--- config.mk ---
export PLATFORM = sky130hd
export DESIGN_NAME = reset_mode_boot
export DESIGN_NICKNAME = d
export VERILOG_FILES = /design/src/rtl/bootsel_pkg.sv /design/src/rtl/bootsel_mode_latch.sv /design/src/rtl/bootsel_load_counter.sv /design/src/rtl/bootsel_sequencer.sv /design/src/rtl/reset_mode_boot.sv
export SDC_FILE = /design/constraint.sdc
export NUM_CORES = 1
export LEC_CHECK = 0
export BUFFER_PORTS_ARGS = -buffer_cell sky130_fd_sc_hd__buf_2
export CAP_MARGIN = 20
export CORE_MARGIN = 4
export CORE_UTILIZATION = 40
export DETAILED_ROUTE_END_ITERATION = 8
export MAX_ROUTING_LAYER = met4
export PLACE_DENSITY = 0.76
export SLEW_MARGIN = 25
export SYNTH_ARGS = -nofsm -noshare
export SYNTH_HDL_FRONTEND = slang
export SYNTH_SLANG_ARGS = --single-unit
--- constraint.sdc ---
create_clock -name clk -period 1.4 [get_ports clk]
set_input_delay 0.14 -clock clk [delete_from_list [all_inputs] [get_ports clk]]
set_output_delay 0.14 -clock clk [all_outputs]
set_load 0.005 [all_outputs]
--- src/rtl/bootsel_pkg.sv ---
package bootsel_pkg;

   typedef enum logic [1:0] {
      MD_SINGLE   = 2'd0,
      MD_EXPANDED = 2'd1,
      MD_BOOTLOAD = 2'd2,
      MD_FACTORY  = 2'd3
   } op_mode_t;

   typedef enum logic [1:0] {
      PH_SAMPLE = 2'd0,
      PH_LOAD   = 2'd1,
      PH_RUN    = 2'd2
   } phase_t;

   // Pin pair (a,b) to start-up mode
   function automatic op_mode_t pins_to_mode(input logic sel_a, input logic sel_b);
      op_mode_t m;
      case ({sel_a, sel_b})
         2'b01:   m = MD_SINGLE;
         2'b11:   m = MD_EXPANDED;
         2'b00:   m = MD_BOOTLOAD;
         default: m = MD_FACTORY;
      endcase
      return m;
   endfunction

endpackage

--- src/rtl/bootsel_mode_latch.sv ---
module bootsel_mode_latch
   import bootsel_pkg::*;
(
   input  logic     clk,
   input  logic     rst_n,
   input  op_mode_t pin_mode,
   output op_mode_t mode_q,
   output logic     sample_now
);

   logic taken_q;

   assign sample_now = !taken_q;

   always_ff @(posedge clk or negedge rst_n) begin
      if (!rst_n) begin
         taken_q <= 1'b0;
         mode_q  <= MD_SINGLE;
      end else if (!taken_q) begin
         taken_q <= 1'b1;
         mode_q  <= pin_mode;
      end
   end


   mode_hold_chk: assert property (@(posedge clk) disable iff (!rst_n)
      taken_q |=> $stable(mode_q));

endmodule

--- src/rtl/bootsel_load_counter.sv ---
module bootsel_load_counter #(
   parameter int LOAD_BYTES = 256,
   parameter int CNT_W      = 8
) (
   input  logic             clk,
   input  logic             rst_n,
   input  logic             enable,
   input  logic             rx_valid,
   output logic [CNT_W-1:0] count,
   output logic             accept,
   output logic             last_beat
);

   localparam logic [CNT_W-1:0] LAST_IDX = CNT_W'(LOAD_BYTES - 1);

   initial begin
      cnt_range_chk: assert (LOAD_BYTES >= 2 && (1 << CNT_W) >= LOAD_BYTES)
         else $error("load counter too narrow for LOAD_BYTES");
   end

   assign accept    = enable && rx_valid;
   assign last_beat = accept && (count == LAST_IDX);

   always_ff @(posedge clk or negedge rst_n) begin
      if (!rst_n) begin
         count <= '0;
      end else if (accept) begin
         count <= last_beat ? '0 : count + CNT_W'(1);
      end
   end


   idle_hold_chk: assert property (@(posedge clk) disable iff (!rst_n)
      (enable && !rx_valid) |=> $stable(count));


   addr_step_chk: assert property (@(posedge clk) disable iff (!rst_n)
      (accept && !last_beat) |=> (count == $past(count) + CNT_W'(1)));

endmodule

--- src/rtl/bootsel_sequencer.sv ---
module bootsel_sequencer
   import bootsel_pkg::*;
#(
   parameter int              AW        = 16,
   parameter logic [AW-1:0]   ROM_START = 16'hE000,
   parameter logic [AW-1:0]   RAM_BASE  = 16'h0000
) (
   input  logic          clk,
   input  logic          rst_n,
   input  logic          sample_now,
   input  op_mode_t      pin_mode,
   input  logic          last_beat,
   output logic          load_en,
   output logic          cpu_run,
   output logic [AW-1:0] start_addr
);

   phase_t phase;

   always_ff @(posedge clk or negedge rst_n) begin
      if (!rst_n) begin
         phase      <= PH_SAMPLE;
         start_addr <= '0;
      end else begin
         case (phase)
            PH_SAMPLE: begin
               if (sample_now) begin
                  if (pin_mode == MD_BOOTLOAD) begin
                     phase      <= PH_LOAD;
                     start_addr <= RAM_BASE;
                  end else begin
                     phase      <= PH_RUN;
                     start_addr <= ROM_START;
                  end
               end
            end
            PH_LOAD: if (last_beat) phase <= PH_RUN;
            default: phase <= PH_RUN;
         endcase
      end
   end

   assign load_en = (phase == PH_LOAD);
   assign cpu_run = (phase == PH_RUN);


   run_sticky_chk: assert property (@(posedge clk) disable iff (!rst_n)
      cpu_run |=> cpu_run);


   release_chk: assert property (@(posedge clk) disable iff (!rst_n)
      (load_en && last_beat) |=> cpu_run);


   hold_core_chk: assert property (@(posedge clk) disable iff (!rst_n)
      (load_en && !last_beat) |=> !cpu_run);

endmodule

--- src/rtl/reset_mode_boot.sv ---
module reset_mode_boot
   import bootsel_pkg::*;
#(
   parameter int            AW         = 16,
   parameter int            DW         = 8,
   parameter int            LOAD_BYTES = 256,
   parameter logic [AW-1:0] ROM_START  = 16'hE000,
   parameter logic [AW-1:0] RAM_BASE   = 16'h0000
) (
   input  logic          clk,
   input  logic          rst_n,
   input  logic          mode_pin_a,
   input  logic          mode_pin_b,
   input  logic          rx_valid,
   input  logic [DW-1:0] rx_data,
   output logic          ram_we,
   output logic [AW-1:0] ram_waddr,
   output logic [DW-1:0] ram_wdata,
   output logic [1:0]    mode_o,
   output logic [AW-1:0] start_addr,
   output logic          cpu_run
);

   localparam int CNT_W = $clog2(LOAD_BYTES);

   initial begin
      aw_fit_chk: assert (AW > CNT_W)
         else $error("address width must exceed load counter width");
   end

   op_mode_t         pin_mode;
   op_mode_t         mode_q;
   logic             sample_now;
   logic             load_en;
   logic             last_beat;
   logic [CNT_W-1:0] count;

   assign pin_mode = pins_to_mode(mode_pin_a, mode_pin_b);

   bootsel_mode_latch u_latch (
      .clk        (clk),
      .rst_n      (rst_n),
      .pin_mode   (pin_mode),
      .mode_q     (mode_q),
      .sample_now (sample_now)
   );

   bootsel_sequencer #(
      .AW        (AW),
      .ROM_START (ROM_START),
      .RAM_BASE  (RAM_BASE)
   ) u_seq (
      .clk        (clk),
      .rst_n      (rst_n),
      .sample_now (sample_now),
      .pin_mode   (pin_mode),
      .last_beat  (last_beat),
      .load_en    (load_en),
      .cpu_run    (cpu_run),
      .start_addr (start_addr)
   );

   bootsel_load_counter #(
      .LOAD_BYTES (LOAD_BYTES),
      .CNT_W      (CNT_W)
   ) u_cnt (
      .clk       (clk),
      .rst_n     (rst_n),
      .enable    (load_en),
      .rx_valid  (rx_valid),
      .count     (count),
      .accept    (ram_we),
      .last_beat (last_beat)
   );

   // Aligned base: splice the counter in; otherwise add it
   generate
      if (RAM_BASE[CNT_W-1:0] == '0) begin : g_splice
         assign ram_waddr = {RAM_BASE[AW-1:CNT_W], count};
      end else begin : g_add
         assign ram_waddr = RAM_BASE + AW'(count);
      end
   endgenerate

   assign ram_wdata = rx_data;
   assign mode_o    = mode_q;


   no_write_running_chk: assert property (@(posedge clk) disable iff (!rst_n)
      ram_we |-> !cpu_run);


   boot_start_chk: assert property (@(posedge clk) disable iff (!rst_n)
      (cpu_run && mode_q == MD_BOOTLOAD) |-> (start_addr == RAM_BASE));

endmodule

==> results of run 1 <==
-- power groups by stage --
stage	clock, µW	sequential, µW	combinational, µW
5_1_grt	255	431	97.9
6_report	224	429	86.0
3_3_place_gp	0	436	78.3
4_1_cts	241	430	82.9
3_5_place_dp	0	437	80.4
2_1_floorplan	0	439	105
-- sequential cells by signal, indices dropped and copies added, names as in the netlist --
register,flops
u_cnt.count,8
u_latch.mode_q,2
u_latch.taken_q,1
u_seq.phase,2
u_seq.start_addr,1
-- synth_stat cells (2+ instances only) --
master | count | area, µm²
buf_4 | 31 | 233
mux2_2 | 2 | 22.5
inv_1 | 3 | 11.3
xnor2_1 | 3 | 26.3
dfrtp_1 | 14 | 350
nand2_1 | 5 | 18.8
conb_1 | 2 | 7.51
nand4_1 | 4 | 25.0
o21ai_0 | 5 | 25.0
or3_1 | 2 | 12.5
nor3_1 | 5 | 25.0
-- kinds of logic (layout without fill, tap and decap cells) --
group | after synthesis | count (layout) | share of synthesized area [%]
adders and majority gates | 1 | 1 | 1.40
DFF | 14 | 14 | 39.2
AOI/OAI and AO/OA | 11 | 11 | 7.98
and+or+nand+nor | 23 | 23 | 16.5
muxes | 2 | 2 | 2.52
other | 2 | 22 | 0.841
buffers and inverters | 35 | 30 | 28.6
xor gates and xnor gates | 3 | 3 | 2.94
-- final cells by class --
cell class	count	area [µm²]	share of cell area (%)
Timing Repair Buffer	24	135	14.7
Clock buffer	3	22.5	2.46
Inverter	3	11.3	1.23
Multi-Input combinational cell	62	363	39.6
Tap cell	27	33.8	3.68
Sequential cell	14	352	38.3
-- what timing repair did --
item,in CTS,in global routing
buffers inserted,0,2
endpoints found under the setup margin,0,3
hold buffers,1,0
hold endpoints to repair,14,0
gates resized for setup,0,2
-- worst paths after layout --
path	from	slack [ns]	end	depth (start not counted)
worst max register to register	u_cnt.count[0]$_DFFE_PN0P_	0.08	u_seq.phase[1]$_DFFE_PN0P_	4
max in group asynchronous	rst_n	0.88	u_seq.phase[0]$_DFFE_PN0P_	2
worst min-delay path	mode_pin_b	0.07	u_latch.mode_q[1]$_DFFE_PN0N_	2
worst max-delay path	u_cnt.count[0]$_DFFE_PN0P_	0.08	u_seq.phase[1]$_DFFE_PN0P_	4
worst min register to register	u_latch.mode_q[1]$_DFFE_PN0N_	0.49	u_latch.mode_q[1]$_DFFE_PN0N_	2
min in group asynchronous	rst_n	0.26	u_cnt.count[1]$_DFFE_PN0P_	2
-- critical path, stage by stage, from the launching register on --
cell and delay, ns:
dfrtp_1 0.38, ha_1 0.23, nand4_1 0.17, nor3_1 0.08, or3_1 0.34
-- metal layers --
metal / vias to the layer above / track usage (%)
met5: - / -
met4: 0 / 6.25
met3: 5 / 5.13
met2: 34 / 18.1
met1: 278 / 12.1
li1: 288 / -
-- per-stage QoR --
| step | area, µm² | util [%] | worst slack, ns | total power, µW |
|---|---|---|---|---|
| after floorplan | 968 | - | 0.0938 | 544 |
| after CTS | 901 | 44.1 | 0.0772 | 754 |
| after global placement | 868 | 42.5 | 0.137 | 514 |
| after detailed placement | 868 | 42.5 | 0.0913 | 518 |
| after global routing | 917 | 44.9 | 0.00598 | 784 |
| final | 917 | 44.9 | 0.0827 | 739 |
==> out/qor.txt, run 1 <==
Filler Cell Count = 216
crit path max fanout = 4
Synth Flop Type = dfrtp_1
CP Capture Type = flip-flop
Synth warnings = 0
wire length on met3 = 187 µm
WL final = 1590 µm
top layer in use = met4
Post-synth EDFFs = 0
Diodes inserted = 0
status = completed
vias in the first global route = 592
DRT Pass-1 Iters = 3
register area share after synthesis = 39.2%
IO Pins = 57
# nets final = 122
first-pass GRT wire length = 2740 µm
core area = 0.00204 mm²
RSZ-0062 raised after global routing = no
Die Width = 55.3 µm
GP Congestion = 0.926
clk_skew = 0.00445 ns
Site Rows = 16
Max-cap violations = 0
Switching Share = 24.9%
Comb pwr share = 11.6%
antenna violations before repair = 0
startpoint types = flip-flop
Worst-path clk slew = 0.08 ns
switching pwr = 184 µW
TritonCTS clock tree = yes
via count = 605
GRT Overall Usage = 11.5%
Synth Instances = 91
post-placement cell count = 127
synthesis-stage register bit count = 14
met2 WL = 752 µm
fin crit period = 1.32 ns
H-tree depth = 1
Distinct cells, synth = 26
post-route ant nets = 0
clock network fraction of total power = 30.3%
clk sinks = 14
Mapped Avg Cell Area = 9.82 µm²
Peak Freq = 759 MHz
M1 WL = 614 µm
CTS Buf Count = 3
pwr/cell area = 806 mW/mm²
Die ar. = 0.00305 mm²
Hold Path Class = input port to flip-flop
critical path class = flip-flop to flip-flop
Max rail drop VDD = 0.487 mV
Die Ht = 55.3 µm
1st-iter DRT viols = 6
buffers added on ports = 19
WHS = 0.0661 ns
most frequent cells in the layout = conb_1, buf_2, dfrtp_1, nand2_1, nor3_1
static leakage = 0.000477 µW
Root Buffer = clkbuf_4
total congestion overflow = 0
latest clock arrival within the worst-skew pair = 0.28 ns
final setup TNS = 0 ns
Post-DP HPWL = 1250 µm
Final Instance Count excl. Fillers = 133
ys async rst share = 100%
Req. time, crit path = 1.57 ns
commonest non-fill, non-tap cell in the layout = conb_1
Hold Violations, Final = 0
layout cells sized above 1 = 30.2%
# setup viols final = 0
Cell Int Power = 555 µW
max-slew violation count = 0
routed length per instance = 11.9 µm
Seq pwr share = 58.0%
crit path DAT = 1.49 ns
DRC Markers = 0
CTS Buffer Depth = 2
synthesized cell area = 893 µm²
Final Cycle Share = 94.1%
vias per cell = 4.55
Synth-to-Final Area Change = 2.66%
initial core utilization = 43.8%
largest net degree at the start of global routing = 15
Note: power is estimated with default switching activity, not from simulation.
==> run 2: changes to the inputs <==
--- a/config.mk
+++ b/config.mk
@@ -10,8 +10,9 @@
 export CORE_MARGIN = 4
 export CORE_UTILIZATION = 40
 export DETAILED_ROUTE_END_ITERATION = 8
+export GPL_TIMING_DRIVEN = 1
 export MAX_ROUTING_LAYER = met4
-export PLACE_DENSITY = 0.76
+export PLACE_DENSITY = 0.75
 export SLEW_MARGIN = 25
 export SYNTH_ARGS = -nofsm -noshare
 export SYNTH_HDL_FRONTEND = slang
==> run 2 against run 1 <==
Setup slack got worse by 0.0046 ns. First-iteration DRC count decreased by 17%. Critical path depth unchanged. Utilization decreased by 0.061 points. Sequential share of layout area decreased by 0.084 points. Final area decreased by 0.14%. Highest routed layer is now met3. Largest power group unchanged.
==> out/qor.txt, run 2 (synthesized netlist as in run 1, its figures left out) <==
CTS Buf Count = 3
Die Width = 55.3 µm
Final Util = 44.9%
total congestion overflow = 0
Max-cap violations = 0
Seq pwr share = 58.1%
Comb pwr share = 11.5%
Worst-path clk slew = 0.08 ns
crit-path cells = ha_1 -> nand4_1 -> nor3_1 -> or3_1
# setup viols final = 0
Seq. cell area = 350 µm²
DRC Markers = 0
antenna violations before repair = 0
layout cells sized above 1 = 29.2%
core area = 0.00204 mm²
routed length per instance = 11.4 µm
commonest non-fill, non-tap cell in the layout = conb_1
Final Cycle Share = 94.4%
latest clock arrival within the worst-skew pair = 0.27 ns
Die Ht = 55.3 µm
Filler Cell Count = 215
Post-DP HPWL = 1200 µm
Req. time, crit path = 1.55 ns
critical path class = flip-flop to flip-flop
# nets final = 122
via count = 585
largest net degree at the start of global routing = 15
clock network fraction of total power = 30.5%
GRT Overall Usage = 10.0%
crit path DAT = 1.48 ns
status = completed
H-tree depth = 1
Synth-to-Final Area Change = 2.52%
crit path max fanout = 4
buffers added on ports = 19
Cell Int Power = 555 µW
post-route ant nets = 0
Regs by FF count = u_cnt.count: 8 flops, u_latch.mode_q: 2 flops, u_seq.phase: 2 flops
max-slew violation count = 0
Diodes inserted = 0
pwr/cell area = 807 mW/mm²
first-pass GRT wire length = 2370 µm
GP Congestion = 0.916
WL final = 1520 µm
Root Buffer = clkbuf_4
1st-iter DRT viols = 5
TritonCTS clock tree = yes
Die ar. = 0.00305 mm²
Max rail drop VDD = 0.486 mV
footprint of the multi-input gates = 363 µm²
Site Rows = 16
slowest stage delay, CP = 0.40 ns
most frequent cells in the layout = conb_1, buf_2, dfrtp_1
Hold Path Class = input port to flip-flop
clk sinks = 14
startpoint types = flip-flop
clk_skew = 0.000965 ns
max reg flops = 8
DP Area = 868 µm²
switching pwr = 185 µW
vias per cell = 4.40
Top reg by flops = u_cnt.count
vias in the first global route = 544
Switching Share = 25.0%
IO Pins = 57
Design Area, Final = 916 µm²
RSZ-0062 raised after global routing = no
final setup TNS = 0 ns
CTS Buffer Depth = 2
Peak Freq = 756 MHz
initial core utilization = 43.8%
Hold Violations, Final = 0
fin crit period = 1.32 ns
static leakage = 0.000479 µW
CP max stage cell = dfrtp_1
DRT Pass-1 Iters = 3
CP Capture Type = flip-flop
-- run 2: per-stage QoR --
stage,hold slack (ns),setup WS [ns],power [µW],std cells
2_1_floorplan,-0.156,0.0938,544,111
3_3_place_gp,0.0436,0.138,515,127
3_5_place_dp,0.0626,0.0869,517,127
4_1_cts,0.0840,0.0727,749,131
5_1_grt,0.0871,0.0104,775,133
6_report,0.0854,0.0781,739,133
-- run 2: timing repair --
item / in CTS / in global routing
setup buffers: 0 / 2
gates resized for setup: 0 / 0
hold endpoints to repair: 14 / 0
hold buffers: 1 / 0
setup endpoints to repair: 0 / 1
-- run 2: power groups by stage --
stage	Clock, µW	Sequential (µW)	Combinational [µW]
2_1_floorplan	0	439	105
3_3_place_gp	0	436	78.5
3_5_place_dp	0	438	79.8
4_1_cts	237	430	82.3
5_1_grt	246	432	97.2
6_report	225	429	84.7
-- run 2: cell type report --
class / count / share of cell area [%]
Multi-Input combinational cell: 62 / 39.6
Sequential cell: 14 / 38.3
Timing Repair Buffer: 24 / 14.8
Tap cell: 27 / 3.69
Clock buffer: 3 / 2.46
Inverter: 3 / 1.23
-- run 2: critical path: cells and delay by family (launching register included) --
kind	cells	cell delay, ns
adders and majority gates	1	0.20
and+or+nand+nor	3	0.60
DFF	1	0.40
-- run 2: path summary, 6_finish.rpt --
check	cells past startpoint	to	startpoint	slack, ns
min	2	u_latch.mode_q[1]$_DFFE_PN0N_	mode_pin_b	0.09
min in group asynchronous	2	u_latch.mode_q[0]$_DFFE_PN0N_	rst_n	0.28
max reg2reg	4	u_seq.phase[1]$_DFFE_PN0P_	u_cnt.count[1]$_DFFE_PN0P_	0.08
max in group asynchronous	2	u_cnt.count[6]$_DFFE_PN0P_	rst_n	0.88
max	4	u_seq.phase[1]$_DFFE_PN0P_	u_cnt.count[1]$_DFFE_PN0P_	0.08
min reg2reg	1	u_latch.mode_q[0]$_DFFE_PN0N_	u_latch.mode_q[0]$_DFFE_PN0N_	0.52
-- run 2: layer usage --
| layer | part of all wire [%] | GRT usage, % | wire [µm] |
|---|---|---|---|
| met3 | 9.7 | 2.56 | 147 |
| met2 | 49 | 16.7 | 741 |
| met4 | 0 | 5.56 | 0 |
| met5 | 0 | - | 0 |
| met1 | 42 | 10.8 | 632 |
